`src/rtl/snoop_pkg.sv`:
```
`timescale 1ns/1ps
package snoop_pkg;
   typedef logic [7:0] byte_t;
   // video register numbers whose contents steer the palette and indirect ports
   localparam int VREG_PAL_IDX = 16;
   localparam int VREG_IND_IDX = 17;
   localparam byte_t EMPTY_BYTE = 8'hFF;
endpackage

```
`src/rtl/fm_shadow.sv`:
```
`timescale 1ns/1ps
module fm_shadow
   import snoop_pkg::*;
#(
   parameter int   IDX_W    = 6,
   parameter byte_t PORT_IDX = 8'h7C,
   parameter byte_t PORT_DAT = 8'h7D
) (
   input  logic             clk,
   input  logic             rst_n,
   input  logic             wr,
   input  byte_t            addr,
   input  byte_t            wdata,
   input  logic [IDX_W-1:0] rd_ofs,
   output byte_t            rd_byte
);
   localparam int DEPTH = 1 << IDX_W;

   byte_t idx_q;
   byte_t mem_q [DEPTH];
   logic  idx_ok;

   assign idx_ok  = ({1'b0, idx_q} < 9'(DEPTH));
   assign rd_byte = mem_q[rd_ofs];

   always_ff @(posedge clk) begin
      if (!rst_n) begin
         idx_q <= '0;
         for (int i = 0; i < DEPTH; i++) mem_q[i] <= '0;
      end else if (wr) begin
         if (addr == PORT_IDX)
            idx_q <= wdata;
         else if (addr == PORT_DAT && idx_ok)
            mem_q[idx_q[IDX_W-1:0]] <= wdata;
      end
   end
endmodule

```
`src/rtl/vdp_shadow.sv`:
```
`timescale 1ns/1ps
module vdp_shadow
   import snoop_pkg::*;
#(
   parameter int    REG_W      = 6,
   parameter int    PAL_N      = 16,
   parameter int    PTR_W      = 14,
   parameter bit    PTR_RD_INC = 1'b1,
   parameter byte_t PORT_VRAM  = 8'h98,
   parameter byte_t PORT_CTL   = 8'h99,
   parameter byte_t PORT_PAL   = 8'h9A,
   parameter byte_t PORT_IND   = 8'h9B,
   localparam int   PAL_B      = 2 * PAL_N,
   localparam int   PAL_OFS_W  = $clog2(PAL_B)
) (
   input  logic                 clk,
   input  logic                 rst_n,
   input  logic                 wr,
   input  logic                 rd,
   input  byte_t                addr,
   input  byte_t                wdata,
   input  logic [REG_W-1:0]     reg_ofs,
   output byte_t                reg_byte,
   input  logic [PAL_OFS_W-1:0] pal_ofs,
   output byte_t                pal_byte,
   output logic [PTR_W-1:0]     ptr,
   output logic                 ctl_phase,
   output logic                 pal_phase
);
   localparam int NREG      = 1 << REG_W;
   localparam int PAL_IDX_W = $clog2(PAL_N);

   byte_t              reg_q [NREG];
   byte_t              pal_q [PAL_B];
   logic [PTR_W-1:0]   ptr_q;
   logic               ctl_ph_q, pal_ph_q;
   byte_t              ctl_lo_q, pal_lo_q;

   logic               wr_ctl, rd_ctl, wr_pal, wr_ind, vram_acc;
   logic               ctl_second, reg_we, ind_step, pal_done;
   logic [REG_W-1:0]   reg_wa, ind_idx;
   byte_t              reg_wd;
   logic [PAL_IDX_W-1:0] pal_idx;

   assign wr_ctl = wr && addr == PORT_CTL;
   assign rd_ctl = rd && addr == PORT_CTL;
   assign wr_pal = wr && addr == PORT_PAL;
   assign wr_ind = wr && addr == PORT_IND;

   generate
      if (PTR_RD_INC) begin : g_ptr_both
         assign vram_acc = (wr || rd) && addr == PORT_VRAM;
      end else begin : g_ptr_wr_only
         assign vram_acc = wr && addr == PORT_VRAM;
      end
   endgenerate

   assign ctl_second = wr_ctl && ctl_ph_q;
   assign ind_idx    = reg_q[VREG_IND_IDX][REG_W-1:0];
   assign pal_idx    = reg_q[VREG_PAL_IDX][PAL_IDX_W-1:0];
   assign pal_done   = wr_pal && pal_ph_q;

   always_comb begin
      reg_we = 1'b0;
      reg_wa = '0;
      reg_wd = '0;
      if (ctl_second && wdata[7]) begin
         reg_we = 1'b1;
         reg_wa = wdata[REG_W-1:0];
         reg_wd = ctl_lo_q;
      end else if (wr_ind) begin
         reg_we = 1'b1;
         reg_wa = ind_idx;
         reg_wd = wdata;
      end
   end

   // the indirect index steps unless disabled, or unless the write landed on reg 17 itself
   assign ind_step = wr_ind && !reg_q[VREG_IND_IDX][7] && (int'(ind_idx) != VREG_IND_IDX);

   always_ff @(posedge clk) begin
      if (!rst_n) begin
         for (int i = 0; i < NREG; i++)  reg_q[i] <= '0;
         for (int i = 0; i < PAL_B; i++) pal_q[i] <= '0;
         ptr_q    <= '0;
         ctl_ph_q <= 1'b0;
         pal_ph_q <= 1'b0;
         ctl_lo_q <= '0;
         pal_lo_q <= '0;
      end else begin
         if (reg_we) reg_q[reg_wa] <= reg_wd;
         if (ind_step)
            reg_q[VREG_IND_IDX][REG_W-1:0] <= ind_idx + REG_W'(1);

         // control port: two-byte pairs, read clears the pair phase
         if (rd_ctl) begin
            ctl_ph_q <= 1'b0;
         end else if (wr_ctl) begin
            ctl_ph_q <= ~ctl_ph_q;
            if (!ctl_ph_q) ctl_lo_q <= wdata;
         end

         if (ctl_second && !wdata[7])
            ptr_q <= {wdata[PTR_W-9:0], ctl_lo_q};
         else if (vram_acc)
            ptr_q <= ptr_q + PTR_W'(1);

         // palette port: pairs, phase cleared by any write to the palette index register
         if (reg_we && int'(reg_wa) == VREG_PAL_IDX) begin
            pal_ph_q <= 1'b0;
         end else if (wr_pal) begin
            pal_ph_q <= ~pal_ph_q;
            if (!pal_ph_q) pal_lo_q <= wdata;
         end
         if (pal_done) begin
            pal_q[{pal_idx, 1'b0}] <= pal_lo_q;
            pal_q[{pal_idx, 1'b1}] <= wdata;
            reg_q[VREG_PAL_IDX][PAL_IDX_W-1:0] <= pal_idx + PAL_IDX_W'(1);
         end
      end
   end

   assign reg_byte  = reg_q[reg_ofs];
   assign pal_byte  = pal_q[pal_ofs];
   assign ptr       = ptr_q;
   assign ctl_phase = ctl_ph_q;
   assign pal_phase = pal_ph_q;
endmodule

```
`src/rtl/readback_port.sv`:
```
`timescale 1ns/1ps
module readback_port
   import snoop_pkg::*;
#(
   parameter int    FM_W      = 6,
   parameter int    REG_W     = 6,
   parameter int    PAL_OFS_W = 5,
   parameter int    PTR_W     = 14,
   parameter int    VDP_BASE  = 64,
   parameter int    PAL_BASE  = 128,
   parameter int    PTR_BASE  = 160,
   parameter byte_t PORT_SEL  = 8'h5E,
   parameter byte_t PORT_DATA = 8'h5F
) (
   input  logic                 clk,
   input  logic                 rst_n,
   input  logic                 wr,
   input  logic                 rd,
   input  byte_t                addr,
   input  byte_t                wdata,
   output byte_t                ofs,
   output logic [FM_W-1:0]      fm_ofs,
   input  byte_t                fm_byte,
   output logic [REG_W-1:0]     reg_ofs,
   input  byte_t                reg_byte,
   output logic [PAL_OFS_W-1:0] pal_ofs,
   input  byte_t                pal_byte,
   input  logic [PTR_W-1:0]     ptr,
   output byte_t                rd_byte
);
   byte_t ofs_q, rel_reg, rel_pal;
   int    ofs_i;

   always_ff @(posedge clk) begin
      if (!rst_n)
         ofs_q <= '0;
      else if (wr && addr == PORT_SEL)
         ofs_q <= wdata;
      else if (rd && addr == PORT_DATA)
         ofs_q <= ofs_q + 8'd1;
   end

   assign ofs_i   = int'(ofs_q);
   assign rel_reg = ofs_q - 8'(VDP_BASE);
   assign rel_pal = ofs_q - 8'(PAL_BASE);
   assign fm_ofs  = ofs_q[FM_W-1:0];
   assign reg_ofs = rel_reg[REG_W-1:0];
   assign pal_ofs = rel_pal[PAL_OFS_W-1:0];

   always_comb begin
      if (ofs_i < VDP_BASE)          rd_byte = fm_byte;
      else if (ofs_i < PAL_BASE)     rd_byte = reg_byte;
      else if (ofs_i < PTR_BASE)     rd_byte = pal_byte;
      else if (ofs_i == PTR_BASE)    rd_byte = ptr[7:0];
      else if (ofs_i == PTR_BASE+1)  rd_byte = 8'(ptr >> 8);
      else                           rd_byte = EMPTY_BYTE;
   end

   assign ofs = ofs_q;
endmodule

```
`src/rtl/snoop_shadow_top.sv`:
```
`timescale 1ns/1ps
module snoop_shadow_top
   import snoop_pkg::*;
#(
   parameter int    FM_W       = 6,
   parameter int    REG_W      = 6,
   parameter int    PAL_N      = 16,
   parameter int    PTR_W      = 14,
   parameter bit    PTR_RD_INC = 1'b1,
   parameter byte_t PORT_FM_IDX = 8'h7C,
   parameter byte_t PORT_FM_DAT = 8'h7D,
   parameter byte_t PORT_VRAM  = 8'h98,
   parameter byte_t PORT_CTL   = 8'h99,
   parameter byte_t PORT_PAL   = 8'h9A,
   parameter byte_t PORT_IND   = 8'h9B,
   parameter byte_t PORT_SEL   = 8'h5E,
   parameter byte_t PORT_DATA  = 8'h5F
) (
   input  logic       clk,
   input  logic       rst_n,
   input  logic [7:0] io_addr,
   input  logic [7:0] io_wdata,
   input  logic       io_wr,
   input  logic       io_rd,
   output logic [7:0] rd_data,
   output logic       rd_en
);
   localparam int VDP_BASE  = 1 << FM_W;
   localparam int PAL_BASE  = VDP_BASE + (1 << REG_W);
   localparam int PAL_OFS_W = $clog2(2 * PAL_N);
   localparam int PTR_BASE  = PAL_BASE + 2 * PAL_N;

   generate
      if (FM_W < 1 || FM_W > 7)
         $error("FM_W must lie in 1..7");
      if (REG_W < 5 || REG_W > 7)
         $error("REG_W must lie in 5..7 so registers 16 and 17 exist");
      if (PAL_N < 2 || (PAL_N & (PAL_N - 1)) != 0)
         $error("PAL_N must be a power of two");
      if (PTR_W < 9 || PTR_W > 16)
         $error("PTR_W must lie in 9..16");
      if ((VDP_BASE % (1 << REG_W)) != 0 || (PAL_BASE % (2 * PAL_N)) != 0)
         $error("shadow regions must be aligned");
      if (PTR_BASE + 2 > 256)
         $error("shadow space exceeds the 8-bit offset");
   endgenerate

   logic [FM_W-1:0]      fm_ofs;
   logic [REG_W-1:0]     reg_ofs;
   logic [PAL_OFS_W-1:0] pal_ofs;
   byte_t                fm_byte, reg_byte, pal_byte, ofs_q;
   logic [PTR_W-1:0]     ptr_q;
   logic                 ctl_phase, pal_phase;

   fm_shadow #(.IDX_W(FM_W), .PORT_IDX(PORT_FM_IDX), .PORT_DAT(PORT_FM_DAT)) u_fm (
      .clk(clk), .rst_n(rst_n), .wr(io_wr), .addr(io_addr), .wdata(io_wdata),
      .rd_ofs(fm_ofs), .rd_byte(fm_byte)
   );

   vdp_shadow #(
      .REG_W(REG_W), .PAL_N(PAL_N), .PTR_W(PTR_W), .PTR_RD_INC(PTR_RD_INC),
      .PORT_VRAM(PORT_VRAM), .PORT_CTL(PORT_CTL), .PORT_PAL(PORT_PAL), .PORT_IND(PORT_IND)
   ) u_vdp (
      .clk(clk), .rst_n(rst_n), .wr(io_wr), .rd(io_rd), .addr(io_addr), .wdata(io_wdata),
      .reg_ofs(reg_ofs), .reg_byte(reg_byte), .pal_ofs(pal_ofs), .pal_byte(pal_byte),
      .ptr(ptr_q), .ctl_phase(ctl_phase), .pal_phase(pal_phase)
   );

   readback_port #(
      .FM_W(FM_W), .REG_W(REG_W), .PAL_OFS_W(PAL_OFS_W), .PTR_W(PTR_W),
      .VDP_BASE(VDP_BASE), .PAL_BASE(PAL_BASE), .PTR_BASE(PTR_BASE),
      .PORT_SEL(PORT_SEL), .PORT_DATA(PORT_DATA)
   ) u_rb (
      .clk(clk), .rst_n(rst_n), .wr(io_wr), .rd(io_rd), .addr(io_addr), .wdata(io_wdata),
      .ofs(ofs_q), .fm_ofs(fm_ofs), .fm_byte(fm_byte), .reg_ofs(reg_ofs), .reg_byte(reg_byte),
      .pal_ofs(pal_ofs), .pal_byte(pal_byte), .ptr(ptr_q), .rd_byte(rd_data)
   );

   assign rd_en = io_rd && io_addr == PORT_DATA;
endmodule

```
`config.mk`:
```
export PLATFORM = sky130hd
export DESIGN_NAME = snoop_shadow_top
export DESIGN_NICKNAME = d
export VERILOG_FILES = /design/src/rtl/snoop_pkg.sv /design/src/rtl/fm_shadow.sv /design/src/rtl/vdp_shadow.sv /design/src/rtl/readback_port.sv /design/src/rtl/snoop_shadow_top.sv
export SDC_FILE = /design/constraint.sdc
export NUM_CORES = 2
export LEC_CHECK = 0
export ABC_AREA = 1
export BUFFER_PORTS_ARGS = -buffer_cell sky130_fd_sc_hd__buf_2
export CAP_MARGIN = 5
export CORE_ASPECT_RATIO = 1.2
export CORE_MARGIN = 2
export CORE_UTILIZATION = 64
export DETAILED_ROUTE_END_ITERATION = 6
export GPL_TIMING_DRIVEN = 0
export PLACE_DENSITY = 0.86
export SLEW_MARGIN = 20
export SYNTH_ARGS = -nofsm -noshare
export SYNTH_HDL_FRONTEND = slang
export SYNTH_HIERARCHICAL = 1
export SYNTH_SLANG_ARGS = --single-unit
```
`constraint.sdc`:
```
create_clock -name clk -period 3.2 [get_ports clk]
set_input_delay 0.16 -clock clk [delete_from_list [all_inputs] [get_ports clk]]
set_output_delay 0.16 -clock clk [all_outputs]
set_load 0.05 [all_outputs]
```
# Yosys cells after proc, flatten, opt, wreduce, memory -nomap -nowiden
# Memory sizes are Yosys's and may differ from the RTL's. A register that Yosys moved wholly into a read port is not among the register bits.
# Cells that the tools add are included.
[op_classes]
n_addsub = 6
n_mul = 0
div_mod_pow = 0
n_lt_le_gt_ge = 4
n_eq_ne = 12
shifts = 0
n_mux = 46
bitwise = 7
n_reduce_logical = 29
[op_table]
columns = ["operator", "n"]
rows = [
  ["8-bit 2-to-1 mux", 13],
  ["8-bit == test, second input constant", 6],
  ["6-bit 2-to-1 mux", 7],
  ["8-bit by 7-bit == test with 1-bit output, second input constant", 4],
  ["8-bit OR reduction", 4],
  ["14-bit 2-to-1 mux", 2],
  ["1-bit 2-to-1 mux", 21],
  ["8-bit by 7-bit < comparator with 1-bit output, second input constant", 2],
  ["8-bit < comparator, second input constant", 2],
  ["1-bit logical AND", 15],
  ["14-bit by 1-bit adder with 14-bit output, second input constant", 1],
  ["5-bit 2-to-1 mux", 2],
  ["8-bit by 1-bit adder with 8-bit output, second input constant", 1],
  ["6-bit by 1-bit adder with 6-bit output, second input constant", 1],
  ["6-bit == test, second input constant", 1],
  ["6-bit inequality test, second input constant", 1],
  ["3-bit AND reduction", 2],
  ["6-bit by 1-bit subtractor with 6-bit output, second input constant", 1],
  ["1-bit NOT", 5],
  ["5-bit by 1-bit subtractor with 5-bit output, second input constant", 1],
  ["4-bit by 1-bit adder with 4-bit output, second input constant", 1],
  ["4-bit 2-to-1 mux", 1],
  ["2-bit nonzero test", 2],
  ["2-bit OR reduction", 2],
  ["other kinds (4)", 6],
]
[word_totals]
regBits = 48
latch_bits = 0
ram_bits = 1280
romBits = 0
in_bits = 20
out_inout_bits = 9
word_cells = 114
n_memories = 3
[mem_list]
columns = ["name", "words", "word_bits", "read_ports", "rd_ports_with_merged_regs", "write_ports", "line", "rtl"]
rows = [
  ["u_fm.mem_q", 64, 8, 1, 1, 64, "fm_shadow.sv:20", "byte_t mem_q [DEPTH];"],
  ["u_vdp.reg_q", 64, 8, 3, 0, 64, "vdp_shadow.sv:33", "byte_t reg_q [NREG];"],
  ["u_vdp.pal_q", 32, 8, 1, 0, 32, "vdp_shadow.sv:34", "byte_t pal_q [PAL_B];"],
]

# Logic depth before layout (Yosys ltp)
[logic_depth]
depth_word = 10
depth_mapped = 18
depth_no_buf = 14

# Hierarchy
# Netlist, hierarchy kept.
[by_module_without_submodules]
columns = ["module", "n_inst", "cells_per_inst", "area_per_inst_um2", "seq_area_each_um2"]
rows = [
  ["vdp_shadow", 1, 3664, 36292.3, 23702.7],
  ["fm_shadow", 1, 2485, 23817.8, 15534.9],
  ["readback_port", 1, 236, 1332.5, 160.2],
  ["snoop_shadow_top", 1, 9, 41.3, 0.0],
]

# Least setup slack after synthesis
# OpenSTA, ideal clock, no wires.
[synth_path]
kind = "register to output"
start = "reg u_rb.ofs_q[0], in the netlist u_rb/ofs[0]"
end = "out rd_data[2]"
t_arrival_ns = 3.123
required_time_ns = 3.040
setup_slack_ns = -0.083
stages_incl_launch_ff = 16
n_path_buf = 5
cell_sequence = "dfxtp_1 > buf_4 > clkbuf_1 > clkbuf_1 > clkbuf_1 > clkbuf_1 > nor2_1 > o22ai_1 > nand2_1 > nand2_1 > nand2_1 > nand3_1 > nand3_1 > nand2_1 > o21ai_0 > a21oi_1"
[synth_between]
word_cells_on_any_way = 14
cone_classes = "add/sub (2); order compare (3); eq/ne (2); mux (5); memory (2)"
[synth_rtl]
columns = ["item", "line", "rtl"]
rows = [
  ["from (decl)", "readback_port.sv:31", "byte_t ofs_q, rel_reg, rel_pal;"],
  ["from (signal assigned)", "readback_port.sv:38", "ofs_q <= wdata;"],
  ["from (signal assigned)", "readback_port.sv:40", "ofs_q <= ofs_q + 8'd1;"],
  ["6-bit by 1-bit subtractor with 6-bit output", "readback_port.sv:44", "assign rel_reg = ofs_q - 8'(VDP_BASE);"],
  ["named net reg_ofs[0]", "snoop_shadow_top.sv:49", "logic [REG_W-1:0] reg_ofs;"],
  ["memory 64 x 8 bit", "--", ""],
  ["named net reg_byte[2]", "snoop_shadow_top.sv:51", "byte_t fm_byte, reg_byte, pal_byte, ofs_q;"],
  ["8-bit 2-to-1 mux", "readback_port.sv:52", "else if (ofs_i < PAL_BASE) rd_byte = reg_byte;"],
  ["8-bit 2-to-1 mux", "readback_port.sv:51", "if (ofs_i < VDP_BASE) rd_byte = fm_byte;"],
  ["to (decl)", "snoop_shadow_top.sv:25", "output logic [7:0] rd_data,"],
]
# The timed path passes the listed nets, and every way through them passes these cells.

# Worst setup path after layout
[layout_path]
start = "reg u_rb.ofs_q[0], in the netlist u_rb/ofs[0]"
end = "out rd_data[2]"
[layout_between]
word_cells_on_any_way = 14
cone_classes = "add/sub (2); order compare (3); eq/ne (2); mux (5); memory (2)"
[layout_rtl]
columns = ["item", "line", "rtl"]
rows = [
  ["5-bit by 1-bit subtractor with 5-bit output", "readback_port.sv:45", "assign rel_pal = ofs_q - 8'(PAL_BASE);"],
  ["named net pal_ofs[0]", "snoop_shadow_top.sv:50", "logic [PAL_OFS_W-1:0] pal_ofs;"],
  ["memory 32 x 8 bit", "--", ""],
  ["named net pal_byte[2]", "snoop_shadow_top.sv:51", ""],
  ["8-bit 2-to-1 mux", "readback_port.sv:53", "else if (ofs_i < PTR_BASE) rd_byte = pal_byte;"],
  ["8-bit 2-to-1 mux", "readback_port.sv:52", ""],
  ["8-bit 2-to-1 mux", "readback_port.sv:51", ""],
]
# The timed path passes the listed nets, and every way through them passes these cells.

==> impl_metrics.json <==
{
  "netlist_instances": 6388,
  "unrepaired_setup_endpoints_after_global_routing": "yes",
  "pwr_per_cell_area_nw_per_um2": 520.3,
  "timing_worst_setup_path_type": "register to output pin",
  "drc": 1,
  "num_rows": 124,
  "die_width_um": 286.8,
  "cpMaxStageDelayCell": "sky130_fd_sc_hd__dfxtp_4",
  "vdd.ir_drop.worst_mv": 0.5247,
  "h-tree-depth": 4,
  "critical_path_buf_inv_count": 4,
  "totalPowerFinal_mw": 36.94,
  "detail_route.iter0.violations": 9904,
  "regToRegSetupSlack_ps": -10,
  "worst_skew_pair.late_latency_ps": 770,
  "core-area_sq_um": 95260,
  "maxCapViolations": 0,
  "totalWireLength_um": 239700,
  "normalized_max_slew_margin_pct": 7.429,
  "io_buffers": 28,
  "initial_core_util_pct": 64.50,
  "status": "finished, violations left",
  "drtAntennaViolNets": 0,
  "final-max-slew-violation-count": 0,
  "clkTransAtPathRegs_ps": 60,
  "tritoncts.num_buffers": 134,
  "clk_path_buf_depth": 3,
  "cp_cell_sequence": "buf_6, buf_12, clkbuf_16, o21ai_1, o22ai_1, nor2_1, nor2_1, o21ai_1, nand2_1, nor2_2, a21oi_4, nor2_1, nor2_1, nand3_2, a21oi_4, buf_6",
  "crit_path_start_kind": "register",
  "crit_path_end_kind": "output pin",
  "antenna_found_initial": 5,
  "worstHoldPathType": "input port to register",
  "clk_root_buffer_cell": "sky130_fd_sc_hd__clkbuf_16",
  "arrival_ps": 3520,
  "cp.required_ps": 3040,
  "fmax_ghz": 0.2717,
  "critical_r2r_capture": "u_vdp/reg_q[20][7]",
  "r2r_start": "u_vdp/ctl_phase",
  "critPathMaxStageDelay_ps": 420,
  "postSynthNetCount": 6417,
  "finalSetupViolations": 22,
  "final.setup.worst_slack_ps": -480.9,
  "setup_clock_skew_after_layout_ps": 28.49,
  "die_h_um": 343.4,
  "dr.pass1.iters": 7,
  "total_leakage_power_nw": 26.55,
  "place.detailed.hpwl_um": 162400,
  "hold-path-endpoint": "u_rb/ofs[1]",
  "clock_sink_count": 1328,
  "critical-path-top-cell-by-count": "sky130_fd_sc_hd__nor2_1",
  "failed_checks": "DRC, setup timing",
  "dp_slack_ps": -1858,
  "route.detailed.vias_per_inst": 6.742,
  "global_route.usage.total_pct": 48.00,
  "route.vias.total": 53750,
  "holdPathStages": 8,
  "min_from": "io_wr",
  "tightest_slew_ps": 1389,
  "crit_family": "compound AO/OA/AOI/OAI gates",
  "fin_crit_sh_pct": 115.0,
  "syn-mean-instance-area_sq_um": 9.618,
  "placed_cell_area_sq_um": 63260,
  "floorplan.die_area_sq_um": 98500,
  "post_route_cells_drive_above_1_share_pct": 13.96,
  "grt_start_max_net_pins": 17,
  "period_minus_slack_ps": 3681,
  "grt_first_pass_wirelength_um": 333700,
  "pin_count": 29,
  "design.final.nets": 6632,
  "syn-cell-area_sq_um": 61440,
  "clock_tree_from_tritoncts": "done",
  "crit_fanout": 9,
  "synth-warning-count": 6,
  "relative_area_change_from_synthesis_to_final_layout_pct": 15.54,
  "final_weighted_congestion_in_routability_driven_placement": 1.069,
  "grt_overflow_total": 0,
  "finalHoldViolCount": 0,
  "finish.instance_area_sq_um": 70990,
  "hold_ws_ps": 69.91,
  "count_of_cells_along_the_worst_register_to_register_path": 7,
  "routed_wl_per_cell_um": 30.06,
  "grt_pass1_vias": 50910
}
routing by layer:
layer	routed length [um]	global-route usage, %	up-vias
li1	-	-	22230
met1	70230	53.99	24820
met2	104900	73.18	5206
met3	37400	16.33	1492
met4	27060	42.14	2
met5	105	0.7212	-
placed cells by master, fill, tap and decap left out, types with 12 or more instances in the layout:
cell type and instances:
sky130_fd_sc_hd__a21oi_1 54, sky130_fd_sc_hd__buf_2 66, sky130_fd_sc_hd__buf_4 53, sky130_fd_sc_hd__buf_6 22, sky130_fd_sc_hd__buf_8 18, sky130_fd_sc_hd__clkbuf_1 191
sky130_fd_sc_hd__clkbuf_16 174, sky130_fd_sc_hd__clkbuf_2 58, sky130_fd_sc_hd__clkbuf_4 43, sky130_fd_sc_hd__clkbuf_8 40, sky130_fd_sc_hd__clkinv_1 47, sky130_fd_sc_hd__clkinv_2 20
sky130_fd_sc_hd__dfxtp_1 44, sky130_fd_sc_hd__dlygate4sd3_1 14, sky130_fd_sc_hd__edfxtp_1 1280, sky130_fd_sc_hd__inv_1 97, sky130_fd_sc_hd__inv_2 12, sky130_fd_sc_hd__nand2_1 1117
sky130_fd_sc_hd__nand2_2 164, sky130_fd_sc_hd__nand3_1 515, sky130_fd_sc_hd__nand3_2 44, sky130_fd_sc_hd__nand3_4 13, sky130_fd_sc_hd__nand4_1 21, sky130_fd_sc_hd__nor2_1 1727
sky130_fd_sc_hd__nor2_2 21, sky130_fd_sc_hd__nor2_4 32, sky130_fd_sc_hd__o21ai_0 415, sky130_fd_sc_hd__o21ai_1 40, sky130_fd_sc_hd__o21ai_2 15, sky130_fd_sc_hd__o221ai_1 45
sky130_fd_sc_hd__o22ai_1 92, sky130_fd_sc_hd__o22ai_2 44
how the worst max path moves through the flow:
stage	start	to	slack (ps)	cells past startpoint
finish	u_rb/ofs[0]	rd_data[2]	-480	16
global route	u_rb/ofs[0]	rd_data[2]	-480	16
CTS	u_rb/ofs[0]	rd_data[7]	-370	14
detailed placement	u_rb/ofs[0]	rd_data[6]	-1860	16
global placement	u_rb/ofs[0]	rd_data[7]	-1810	16
floorplan	u_rb/ofs[0]	rd_data[6]	210	15
final cells by class:
cell class                 instances  area [sq um]
multi-input combinational       4473         20940
fill                            6535         24270
antenna                            8         20.02
tap                             1260          1577
timing repair buffer              84         884.6
clock inverter                    78         715.7
sequential                      1328         39410
buffer                           453          3352
timing repair inverter             1         8.758
inverter                         128         504.2
clock buffer                     160          3577
worst reg2reg max path, stage by stage (launching register included):
cell                      delay, ps
sky130_fd_sc_hd__dfxtp_1        450
sky130_fd_sc_hd__nand4_4        220
sky130_fd_sc_hd__nand2_1        120
sky130_fd_sc_hd__nand3_1        120
sky130_fd_sc_hd__nor2_2         600
sky130_fd_sc_hd__buf_4          450
sky130_fd_sc_hd__nand3_1        400
sky130_fd_sc_hd__nand2_1        490
registers in the layout, indices dropped and copies added, names as in the netlist:
name             cells
u_vdp/ctl_phase      1
u_fm/idx_q           8
u_vdp/pal_phase      1
u_rb/ofs             8
u_vdp/pal_lo_q       8
u_vdp/reg_q        512
u_vdp/ptr           14
u_vdp/ctl_lo_q       8
u_vdp/pal_q        256
u_fm/mem_q         512
power by group:
part           switching, mW  internal, mW  leakage [nW]
combinational           1.23         0.299          10.9
clock                   6.77          8.89          2.11
sequential             0.191          19.6          13.5
repair_timing:
item | CTS | global route
hold buffers | 14 | 0
endpoints found under the setup margin | 795 | 472
resized for setup | 732 | 154
pin swaps | 88 | 61
hold endpoints to repair | 25 | 0
cloned | 10 | 5
buffers inserted | 15 | 8
per-stage QoR:
stage	util [%]	setup TNS (ps)	instances
finish	74.52	-3393	7973
global route	74.50	-3303	7966
CTS	73.90	-2544	7952
detailed placement	66.40	-1006880	7681
global placement	66.30	-1048890	7676
floorplan	-	0	6388
(Power assumes the default switching activity.)
